### config.mk
export PLATFORM = sky130hd
export DESIGN_NAME = bus_xfer_seq
export DESIGN_NICKNAME = d
export VERILOG_FILES = /design/src/rtl/bus_xfer_pkg.sv /design/src/rtl/bxs_lane_mask.sv /design/src/rtl/bxs_req_decode.sv /design/src/rtl/bxs_beat_track.sv /design/src/rtl/bus_xfer_seq.sv
export SDC_FILE = /design/constraint.sdc
export NUM_CORES = 1
export LEC_CHECK = 0
export BUFFER_PORTS_ARGS = -buffer_cell sky130_fd_sc_hd__buf_4
export CAP_MARGIN = 30
export CORE_MARGIN = 2
export CORE_UTILIZATION = 54
export DETAILED_ROUTE_END_ITERATION = 10
export PLACE_DENSITY_LB_ADDON = 0.1
export SLEW_MARGIN = 30
export SYNTH_ARGS = -nofsm -noshare
export SYNTH_HDL_FRONTEND = slang
export SYNTH_SLANG_ARGS = --single-unit
export TNS_END_PERCENT = 30
### constraint.sdc
create_clock -name clk -period 4.19 [get_ports clk]
set_clock_uncertainty 0.05 [all_clocks]
set_input_delay 0.838 -clock clk [delete_from_list [all_inputs] [get_ports clk]]
set_output_delay 0.838 -clock clk [all_outputs]
set_load 0.02 [all_outputs]
### src/rtl/bus_xfer_pkg.sv
package bus_xfer_pkg;
  typedef enum logic [1:0] {
    SZ_BYTE = 2'b00,
    SZ_HALF = 2'b01,
    SZ_WORD = 2'b10,
    SZ_LINE = 2'b11
  } size_e;

  typedef enum logic {
    ST_IDLE = 1'b0,
    ST_BUS  = 1'b1
  } seq_state_e;

  localparam logic [1:0] TSIZ_FULL = 2'b00;
  localparam logic [1:0] TSIZ_ONE  = 2'b01;
  localparam logic [1:0] TSIZ_TWO  = 2'b10;
endpackage

### src/rtl/bxs_lane_mask.sv
module bxs_lane_mask #(
  parameter int LANES = 4,
  parameter int OFF_W = 2,
  parameter int CNT_W = 3
) (
  input  logic [OFF_W-1:0] off,
  input  logic [CNT_W-1:0] nbytes,
  output logic [LANES-1:0] mask
);
  for (genvar i = 0; i < LANES; i++) begin : g_lane
    assign mask[i] = (int'(off) <= i) && (i < int'(off) + int'(nbytes));
  end
endmodule

### src/rtl/bxs_req_decode.sv
module bxs_req_decode
  import bus_xfer_pkg::*;
#(
  parameter int ADDR_W     = 32,
  parameter int LANES      = 4,
  parameter int LINE_WORDS = 4
) (
  input  logic [ADDR_W-1:0]                    addr,
  input  logic [1:0]                           size,
  input  logic                                 burst_req,
  output logic                                 legal,
  output logic [1:0]                           tsiz,
  output logic [LANES-1:0]                     lanes,
  output logic [$clog2(LINE_WORDS+1)-1:0]      beats,
  output logic [ADDR_W-1:0]                    start_addr
);
  localparam int OFF_W  = $clog2(LANES);
  localparam int WORD_W = $clog2(LINE_WORDS);
  localparam int CNT_W  = $clog2(LINE_WORDS + 1);
  localparam int BCW    = $clog2(LANES + 1);

  size_e            sz;
  logic [OFF_W-1:0] off;
  logic [WORD_W-1:0] word;
  logic [OFF_W-1:0] lane_off;
  logic [BCW-1:0]   nbytes;

  assign sz   = size_e'(size);
  assign off  = addr[OFF_W-1:0];
  assign word = addr[OFF_W +: WORD_W];

  always_comb begin
    legal      = 1'b0;
    tsiz       = TSIZ_FULL;
    nbytes     = '0;
    lane_off   = off;
    beats      = CNT_W'(1);
    start_addr = addr;
    if (burst_req) begin
      legal      = (sz == SZ_LINE);
      nbytes     = BCW'(LANES);
      lane_off   = '0;
      beats      = CNT_W'(LINE_WORDS) - CNT_W'(word);
      start_addr = {addr[ADDR_W-1:OFF_W], {OFF_W{1'b0}}};
    end else begin
      case (sz)
        SZ_BYTE: begin
          legal  = 1'b1;
          tsiz   = TSIZ_ONE;
          nbytes = BCW'(1);
        end
        SZ_HALF: begin
          legal  = (off[0] == 1'b0);
          tsiz   = TSIZ_TWO;
          nbytes = BCW'(2);
        end
        SZ_WORD: begin
          legal  = (off == '0);
          tsiz   = TSIZ_FULL;
          nbytes = BCW'(LANES);
        end
        default: legal = 1'b0;
      endcase
    end
  end

  bxs_lane_mask #(
    .LANES (LANES),
    .OFF_W (OFF_W),
    .CNT_W (BCW)
  ) u_mask (
    .off    (lane_off),
    .nbytes (nbytes),
    .mask   (lanes)
  );
endmodule

### src/rtl/bxs_beat_track.sv
module bxs_beat_track #(
  parameter int ADDR_W     = 32,
  parameter int LANES      = 4,
  parameter int LINE_WORDS = 4
) (
  input  logic                                clk,
  input  logic                                rst,
  input  logic                                load,
  input  logic [ADDR_W-1:0]                   load_addr,
  input  logic [$clog2(LINE_WORDS+1)-1:0]     load_beats,
  input  logic                                step,
  input  logic                                clear,
  output logic [ADDR_W-1:0]                   cur_addr,
  output logic [$clog2(LINE_WORDS+1)-1:0]     remain,
  output logic                                last
);
  localparam int OFF_W  = $clog2(LANES);
  localparam int WORD_W = $clog2(LINE_WORDS);
  localparam int CNT_W  = $clog2(LINE_WORDS + 1);

  always_ff @(posedge clk) begin
    if (rst || clear) begin
      cur_addr <= '0;
      remain   <= '0;
    end else if (load) begin
      cur_addr <= load_addr;
      remain   <= load_beats;
    end else if (step) begin
      cur_addr <= cur_addr + ADDR_W'(LANES);
      remain   <= remain - CNT_W'(1);
    end
  end

  assign last = (remain == CNT_W'(1));

  AST_STEP_ONE_WORD: assert property (@(posedge clk) disable iff (rst) (step && !clear && !load) |=> (cur_addr == $past(cur_addr) + ADDR_W'(LANES)));
  AST_NO_LINE_WRAP: assert property (@(posedge clk) disable iff (rst) (step && !clear && !load) |=> (cur_addr[OFF_W +: WORD_W] > $past(cur_addr[OFF_W +: WORD_W])));
endmodule

### src/rtl/bus_xfer_seq.sv
module bus_xfer_seq
  import bus_xfer_pkg::*;
#(
  parameter int ADDR_W     = 32,
  parameter int LANES      = 4,
  parameter int LINE_WORDS = 4
) (
  input  logic              clk,
  input  logic              rst,
  input  logic              req_valid,
  output logic              req_ready,
  input  logic [ADDR_W-1:0] req_addr,
  input  logic [1:0]        req_size,
  input  logic              req_burst,
  output logic [ADDR_W-1:0] bus_addr,
  output logic              burst,
  output logic [1:0]        tsiz,
  output logic [LANES-1:0]  be,
  output logic              more_beats,
  output logic              beat_valid,
  input  logic              beat_ack,
  output logic              done,
  output logic              err
);
  localparam int OFF_W  = $clog2(LANES);
  localparam int WORD_W = $clog2(LINE_WORDS);
  localparam int CNT_W  = $clog2(LINE_WORDS + 1);

  seq_state_e        state_q;
  logic              burst_q;
  logic [1:0]        tsiz_q;
  logic [LANES-1:0]  be_q;
  logic              done_q;
  logic              err_q;

  logic              dec_legal;
  logic [1:0]        dec_tsiz;
  logic [LANES-1:0]  dec_lanes;
  logic [CNT_W-1:0]  dec_beats;
  logic [ADDR_W-1:0] dec_start;

  logic [CNT_W-1:0]  remain;
  logic              last_beat;
  logic              accept;
  logic              take;
  logic              fire;
  logic              finish;

  bxs_req_decode #(
    .ADDR_W     (ADDR_W),
    .LANES      (LANES),
    .LINE_WORDS (LINE_WORDS)
  ) u_dec (
    .addr       (req_addr),
    .size       (req_size),
    .burst_req  (req_burst),
    .legal      (dec_legal),
    .tsiz       (dec_tsiz),
    .lanes      (dec_lanes),
    .beats      (dec_beats),
    .start_addr (dec_start)
  );

  assign req_ready = (state_q == ST_IDLE);
  assign accept    = req_valid && req_ready;
  assign take      = accept && dec_legal;
  assign fire      = (state_q == ST_BUS) && beat_ack;
  assign finish    = fire && last_beat;

  bxs_beat_track #(
    .ADDR_W     (ADDR_W),
    .LANES      (LANES),
    .LINE_WORDS (LINE_WORDS)
  ) u_track (
    .clk        (clk),
    .rst        (rst),
    .load       (take),
    .load_addr  (dec_start),
    .load_beats (dec_beats),
    .step       (fire && !last_beat),
    .clear      (finish),
    .cur_addr   (bus_addr),
    .remain     (remain),
    .last       (last_beat)
  );

  always_ff @(posedge clk) begin
    if (rst) begin
      state_q <= ST_IDLE;
      burst_q <= 1'b0;
      tsiz_q  <= '0;
      be_q    <= '0;
      done_q  <= 1'b0;
      err_q   <= 1'b0;
    end else begin
      done_q <= finish;
      err_q  <= accept && !dec_legal;
      if (take) begin
        state_q <= ST_BUS;
        burst_q <= req_burst;
        tsiz_q  <= dec_tsiz;
        be_q    <= dec_lanes;
      end else if (finish) begin
        state_q <= ST_IDLE;
        burst_q <= 1'b0;
        tsiz_q  <= '0;
        be_q    <= '0;
      end
    end
  end

  assign beat_valid = (state_q == ST_BUS);
  assign burst      = burst_q;
  assign tsiz       = tsiz_q;
  assign be         = be_q;
  assign done       = done_q;
  assign err        = err_q;
  assign more_beats = beat_valid && burst_q && (remain > CNT_W'(1));

  AST_READY_WHEN_IDLE: assert property (@(posedge clk) disable iff (rst) beat_valid |-> !req_ready);
  AST_BURST_TSIZ_ZERO: assert property (@(posedge clk) disable iff (rst) burst |-> (tsiz == 2'b00 && be == {LANES{1'b1}} && bus_addr[OFF_W-1:0] == '0));
  AST_LAST_BEAT_NO_MORE: assert property (@(posedge clk) disable iff (rst) (burst && bus_addr[OFF_W +: WORD_W] == {WORD_W{1'b1}}) |-> !more_beats);
  AST_ERR_NO_CYCLE: assert property (@(posedge clk) disable iff (rst) err |-> (!beat_valid && req_ready));
  AST_STALL_HOLDS: assert property (@(posedge clk) disable iff (rst) (beat_valid && !beat_ack) |=> (beat_valid && $stable(bus_addr) && $stable(be) && $stable(tsiz) && $stable(burst)));
  AST_DONE_ONE_CYCLE: assert property (@(posedge clk) disable iff (rst) done |=> !done);
  AST_DONE_QUIET: assert property (@(posedge clk) disable iff (rst) done |-> (!beat_valid && be == '0 && !burst && bus_addr == '0));
endmodule

# [Word level (Yosys, flattened, before mapping)]
# Cells that the tools add are included.
[totals] wordCells=64 regBits=45 out_inout_bits=44 inputBits=39
[op_classes] n_addsub=4 n_mux=20 eq_ne=4 magnitude_cmp=8 bitwise=2 n_reduce_logical=18
[ops] op="$mux 32" n=2
[ops] op="$add 32x3->32 const B" n=1
[ops] op="$lt 1x32->1 const A" n=1
[ops] op="$lt 2x32->1 const A" n=1
[ops] op="$lt 3x32->1 const A" n=1
[ops] op="$mux 3" n=4
[ops] op="$logic_and 1x1->1" n=11
[ops] op="$mux 2" n=5
[ops] op="$pmux 3 s3" n=1
[ops] op="$mux 4" n=2
[ops] op="$add 2x3->4" n=1
[ops] op="$eq 2x2->1 const B" n=2
[ops] op="$le 2x1->1 const B" n=2
[ops] op="$logic_not 2->1" n=2
[ops] op="$lt 2x4->1 const A" n=1
[ops] op="$mux 1" n=4
[ops] op="$pmux 2 s2" n=1
[ops] op="$reduce_bool 2->1" n=2
[ops] op="$eq 3x1->1 const B" n=1
[ops] op="$gt 3x1->1 const B" n=1
[ops] op="$pmux 1 s3" n=1
[ops] op="$sub 3x1->3 const B" n=1
[ops] op="$sub 3x2->3 const A" n=1
[ops] op="$eq 2x1->1 const B" n=1
[ops] op="4 further kinds" n=6

# [Logic depth before layout (Yosys ltp)]
[logic_depth] ltp_word=7 depth_mapped=10 depth_no_buf=9

# [Modules after synthesis]
# From an unflattened synthesis, not the netlist that was laid out.
[hier_totals] hier_cells=320 hier_area_um2=2713.9
[modules_own_cells] mod="bxs_beat_track" cells_each=226 seq_area_each_um2=700.7 area_each_um2=1876.8 n_inst=1
[modules_own_cells] mod="bus_xfer_seq" cells_each=31 seq_area_each_um2=200.2 area_each_um2=366.6 n_inst=1
[modules_own_cells] mod="bxs_req_decode" cells_each=49 seq_area_each_um2=0.0 area_each_um2=350.3 n_inst=1
[modules_own_cells] mod="bxs_lane_mask" cells_each=14 seq_area_each_um2=0.0 area_each_um2=120.1 n_inst=1

# [Least setup slack after synthesis]
# No wires, ideal clock.
[synth_path] path_type="input to register" start="input req_size[0]" end="register be_q[2] (netlist: be[2])" setup_ps=117 arrival_time_ps=2468 setup_slack_ps=1555 cell_stages=10 path_cell_list="clkbuf_1 -> nor3_1 -> ha_1 -> inv_1 -> fa_1 -> inv_1 -> o211ai_1 -> o31ai_1 -> o21ai_0 -> a32o_1"
[synth_between] elab_chain_len=7
[synth_rtl] item="from (decl)" line_no="bus_xfer_seq.sv:13" text="input logic [1:0] req_size,"
[synth_rtl] item="$eq 2x2->1, or another cell as far along" line_no="bxs_req_decode.sv:46" text="case (sz)"
[synth_rtl] item="$pmux 3 s3" line_no="bxs_req_decode.sv:46"
[synth_rtl] item="$mux 3" line_no="bxs_req_decode.sv:39" text="if (burst_req) begin"
[synth_rtl] item="$add 2x3->4" line_no="bxs_lane_mask.sv:11" text="assign mask[i] = (int'(off) <= i) && (i < int'(off) + int'(nbytes));"
[synth_rtl] item="$lt 3x32->1" line_no="bxs_lane_mask.sv:11"
[synth_rtl] item="$logic_and 1x1->1" line_no="bxs_lane_mask.sv:11"
[synth_rtl] item="$mux 4" line_no="bus_xfer_seq.sv:98" text="if (take) begin"
[synth_rtl] item="to (signal assigned)" line_no="bus_xfer_seq.sv:102" text="be_q <= dec_lanes;"
[synth_rtl] item="to (decl)" line_no="bus_xfer_seq.sv:32" text="logic [LANES-1:0] be_q;"
# Parallel ways exist; a longest one is shown, timed or not.
# A chain may end at the register's enable or synchronous reset.

# [Final worst setup path]
[layout_path] start="input req_burst" end="register be_q[2] (netlist: be[2])"
[layout_between] elab_chain_len=5
[layout_rtl] item="from (decl)" line_no="bus_xfer_seq.sv:14" text="input logic req_burst,"
[layout_rtl] item="$mux 2 / $mux 3 (equally long branches)" line_no="bxs_req_decode.sv:39"
[layout_rtl] item="$add 2x3->4" line_no="bxs_lane_mask.sv:11"
[layout_rtl] item="$lt 3x32->1" line_no="bxs_lane_mask.sv:11"
[layout_rtl] item="$logic_and 1x1->1" line_no="bxs_lane_mask.sv:11"
[layout_rtl] item="$mux 4" line_no="bus_xfer_seq.sv:98"
# Parallel ways exist; a longest one is shown, timed or not.

==> out/results.txt <==
YS warnings - 0
Total Power - 0.965 mW
CORE AREA - 4350 um2
maximum vdd ir drop - 223 uV
die footprint - 5070 um2
placed cell areas - 3080 um2
worst setup path category - in2reg
Min Clock Period, post-route - 2.45 ns
relative slew slack - 56.0%
vias - 2,445
commonest cells after routing, fill and taps aside - buf_4 (86), dfxtp_1 (45), nor2_1 (23), nand2_1 (23), a21oi_1 (21)
CTS tree - done
max-slew violation count - 0
power per standard cell area - 305 nW/um2
final net count - 414
Std-Cell Rows - 24
final setup TNS - 0 ns
routed wire length per instance - 14.8 um
Highest Clock Rate - 0.407 GHz
number of port buffers - 82
flops & latches, synth - 45
Post-DP HPWL - 4.58 mm
Cells after Synth - 292
H-tree levels - 2
Post-synth EDFFs - 0
sequential share of the synthesized area - 36.9%
number of distinct library cells after synthesis - 45
Clock Sinks - 45
Hold Crit Class - reg2reg
Crit path required time - 4.33 ns
Via density - 5.82
top-area cell type share of the netlist area - 36.9%
setup violators final - 0
Max Cap Viol - 0
# DRC - 0
Tcrit/Tclk final - 58.6%
Max Root-Sink Buffers - 2
initial antenna violation count - 0
Post-CTS Setup Bufs - 0
Synth Flop Type - dfxtp_1
Hold-fix buffers, CTS - 0
drt first pass iters - 4
Antenna Cells - 0
top post-synthesis cells by area - dfxtp_1 (37%), xor2_1 (6.1%), a21oi_1 (4.3%)
Root Buffer - clkbuf_8
status - complete, no violations
syn nets - 338
Critical Path AT - 2.59 ns
clock-pin slew on the worst setup and hold paths - 0.07 ns
share of layout cells above drive strength 1 - 27.4%
worst hold slack - 0.416 ns
Antenna Nets Post-Route - 0
vias in the first global route - 2,226
critical path capture point type - register
final core occ - 72.7%
die width - 71.2 um
Yosys top cell by area - dfxtp_1
leakage - 1.35 nW
die height - 71.2 um
slew at the pin closest to its max-slew limit - 0.656 ns
Worst-Skew Late Latency - 0.30 ns
Startpoint Class - input port
Gates resized, CTS repair - 0
pin count of the biggest net entering global routing - 37
Iter 0 DRT Violations - 161
Num CTS Buffers - 5
Detailed Route WL - 6.21 mm
Cell Area, Synth - 2440 um2
Initial Util - 56.1%
ys async rst share - 0%
RSZ-0062 raised after global routing - false
final hold viol count - 0
first-pass GRT wire length - 10.0 mm
Placer Congestion - 0.865
cell area after layout - 3170 um2
crit-path max FO - 11
Avg Inst Size Synth - 8.36 um2
Overflow after GRT - 0
most common cell after layout, fill and taps aside - buf_4
area added between synthesis and finish - 29.7%
gr usage total - 24.5%
I/O pin cnt - 83
## report_power, final
group	switching [mW]	internal, mW	total (mW)	leakage [nW]
Sequential	0.0308	0.456	0.486	0.368
Clock	0.139	0.131	0.270	0.0443
Combinational	0.113	0.0957	0.209	0.939
## through the flow
step | worst slack (ns) | cells
2_1_floorplan | 1.55 | 292
3_3_place_gp | 1.47 | 413
3_5_place_dp | 1.44 | 413
4_1_cts | 1.75 | 420
5_1_grt | 1.58 | 420
6_report | 1.74 | 420
## logic make-up after synthesis
group	Yosys count	share of synthesized area [%]
multiplexers	1	0.410
AO/OA/AOI/OAI	77	21.4
adder cells (fa/ha/maj)	7	3.90
buffers and inverters	28	4.61
XOR/XNOR	23	8.25
flip-flops	45	36.9
AND/OR/NAND/NOR	111	24.6
## Yosys cell counts, types with 3 or more instances
| cell | number |
|---|---|
| a211oi_1 | 8 |
| a21oi_1 | 21 |
| a22o_1 | 6 |
| a31oi_1 | 7 |
| a32o_1 | 3 |
| and2_1 | 3 |
| and3_1 | 8 |
| and4_1 | 5 |
| buf_2 | 6 |
| clkbuf_1 | 11 |
| dfxtp_1 | 45 |
| ha_1 | 6 |
| inv_1 | 11 |
| nand2_1 | 23 |
| nand3_1 | 14 |
| nand4_1 | 13 |
| nor2_1 | 23 |
| nor2b_1 | 4 |
| nor3_1 | 3 |
| o211ai_1 | 3 |
| o21ai_0 | 17 |
| or3_1 | 3 |
| xnor2_1 | 6 |
| xor2_1 | 17 |
## layer usage
layer | global-route usage [%] | vias to the layer above | part of all wire, % | wire length (um)
met5 | 0 | - | 0 | 0
met4 | 8.18 | 0 | 0.97 | 60
met3 | 5.20 | 7 | 6.3 | 390
met2 | 42.5 | 71 | 50 | 3110
met1 | 30.2 | 1146 | 43 | 2650
li1 | - | 1221 | - | -
## sequential cells by signal, indices dropped and copies added, names as in the netlist
name / cells
be: 4
beat_valid: 1
burst: 1
done: 1
err: 1
tsiz: 2
u_track.cur_addr: 32
u_track.remain: 3
## worst max-delay path: stages
cell,delay [ns]
buf_4,0.15
nor2b_1,0.23
ha_1,0.21
inv_1,0.06
fa_1,0.35
inv_1,0.08
o211ai_1,0.08
o31ai_1,0.14
o21ai_0,0.17
a32o_1,0.28
## final timing paths
path | startpoint | end | slack (ns) | cells after the start
worst min register to register | u_track.cur_addr[1] | u_track.cur_addr[1] | 0.42 | 2
worst max-delay path | req_burst | be[2] | 1.74 | 10
worst max register to register | u_track.remain[1] | u_track.cur_addr[25] | 1.93 | 7
worst min-delay path | u_track.cur_addr[1] | u_track.cur_addr[1] | 0.42 | 2
## final cells by class
cell class,instances,area [um2]
multi-input cells,219,1430
clock buffers,7,86.3
repair buffers,86,646
well taps,52,65.1
fillers,362,1190
flip-flops and latches,45,901
inverters,11,41.3
No activity file was read; power rests on OpenSTA's default activity.
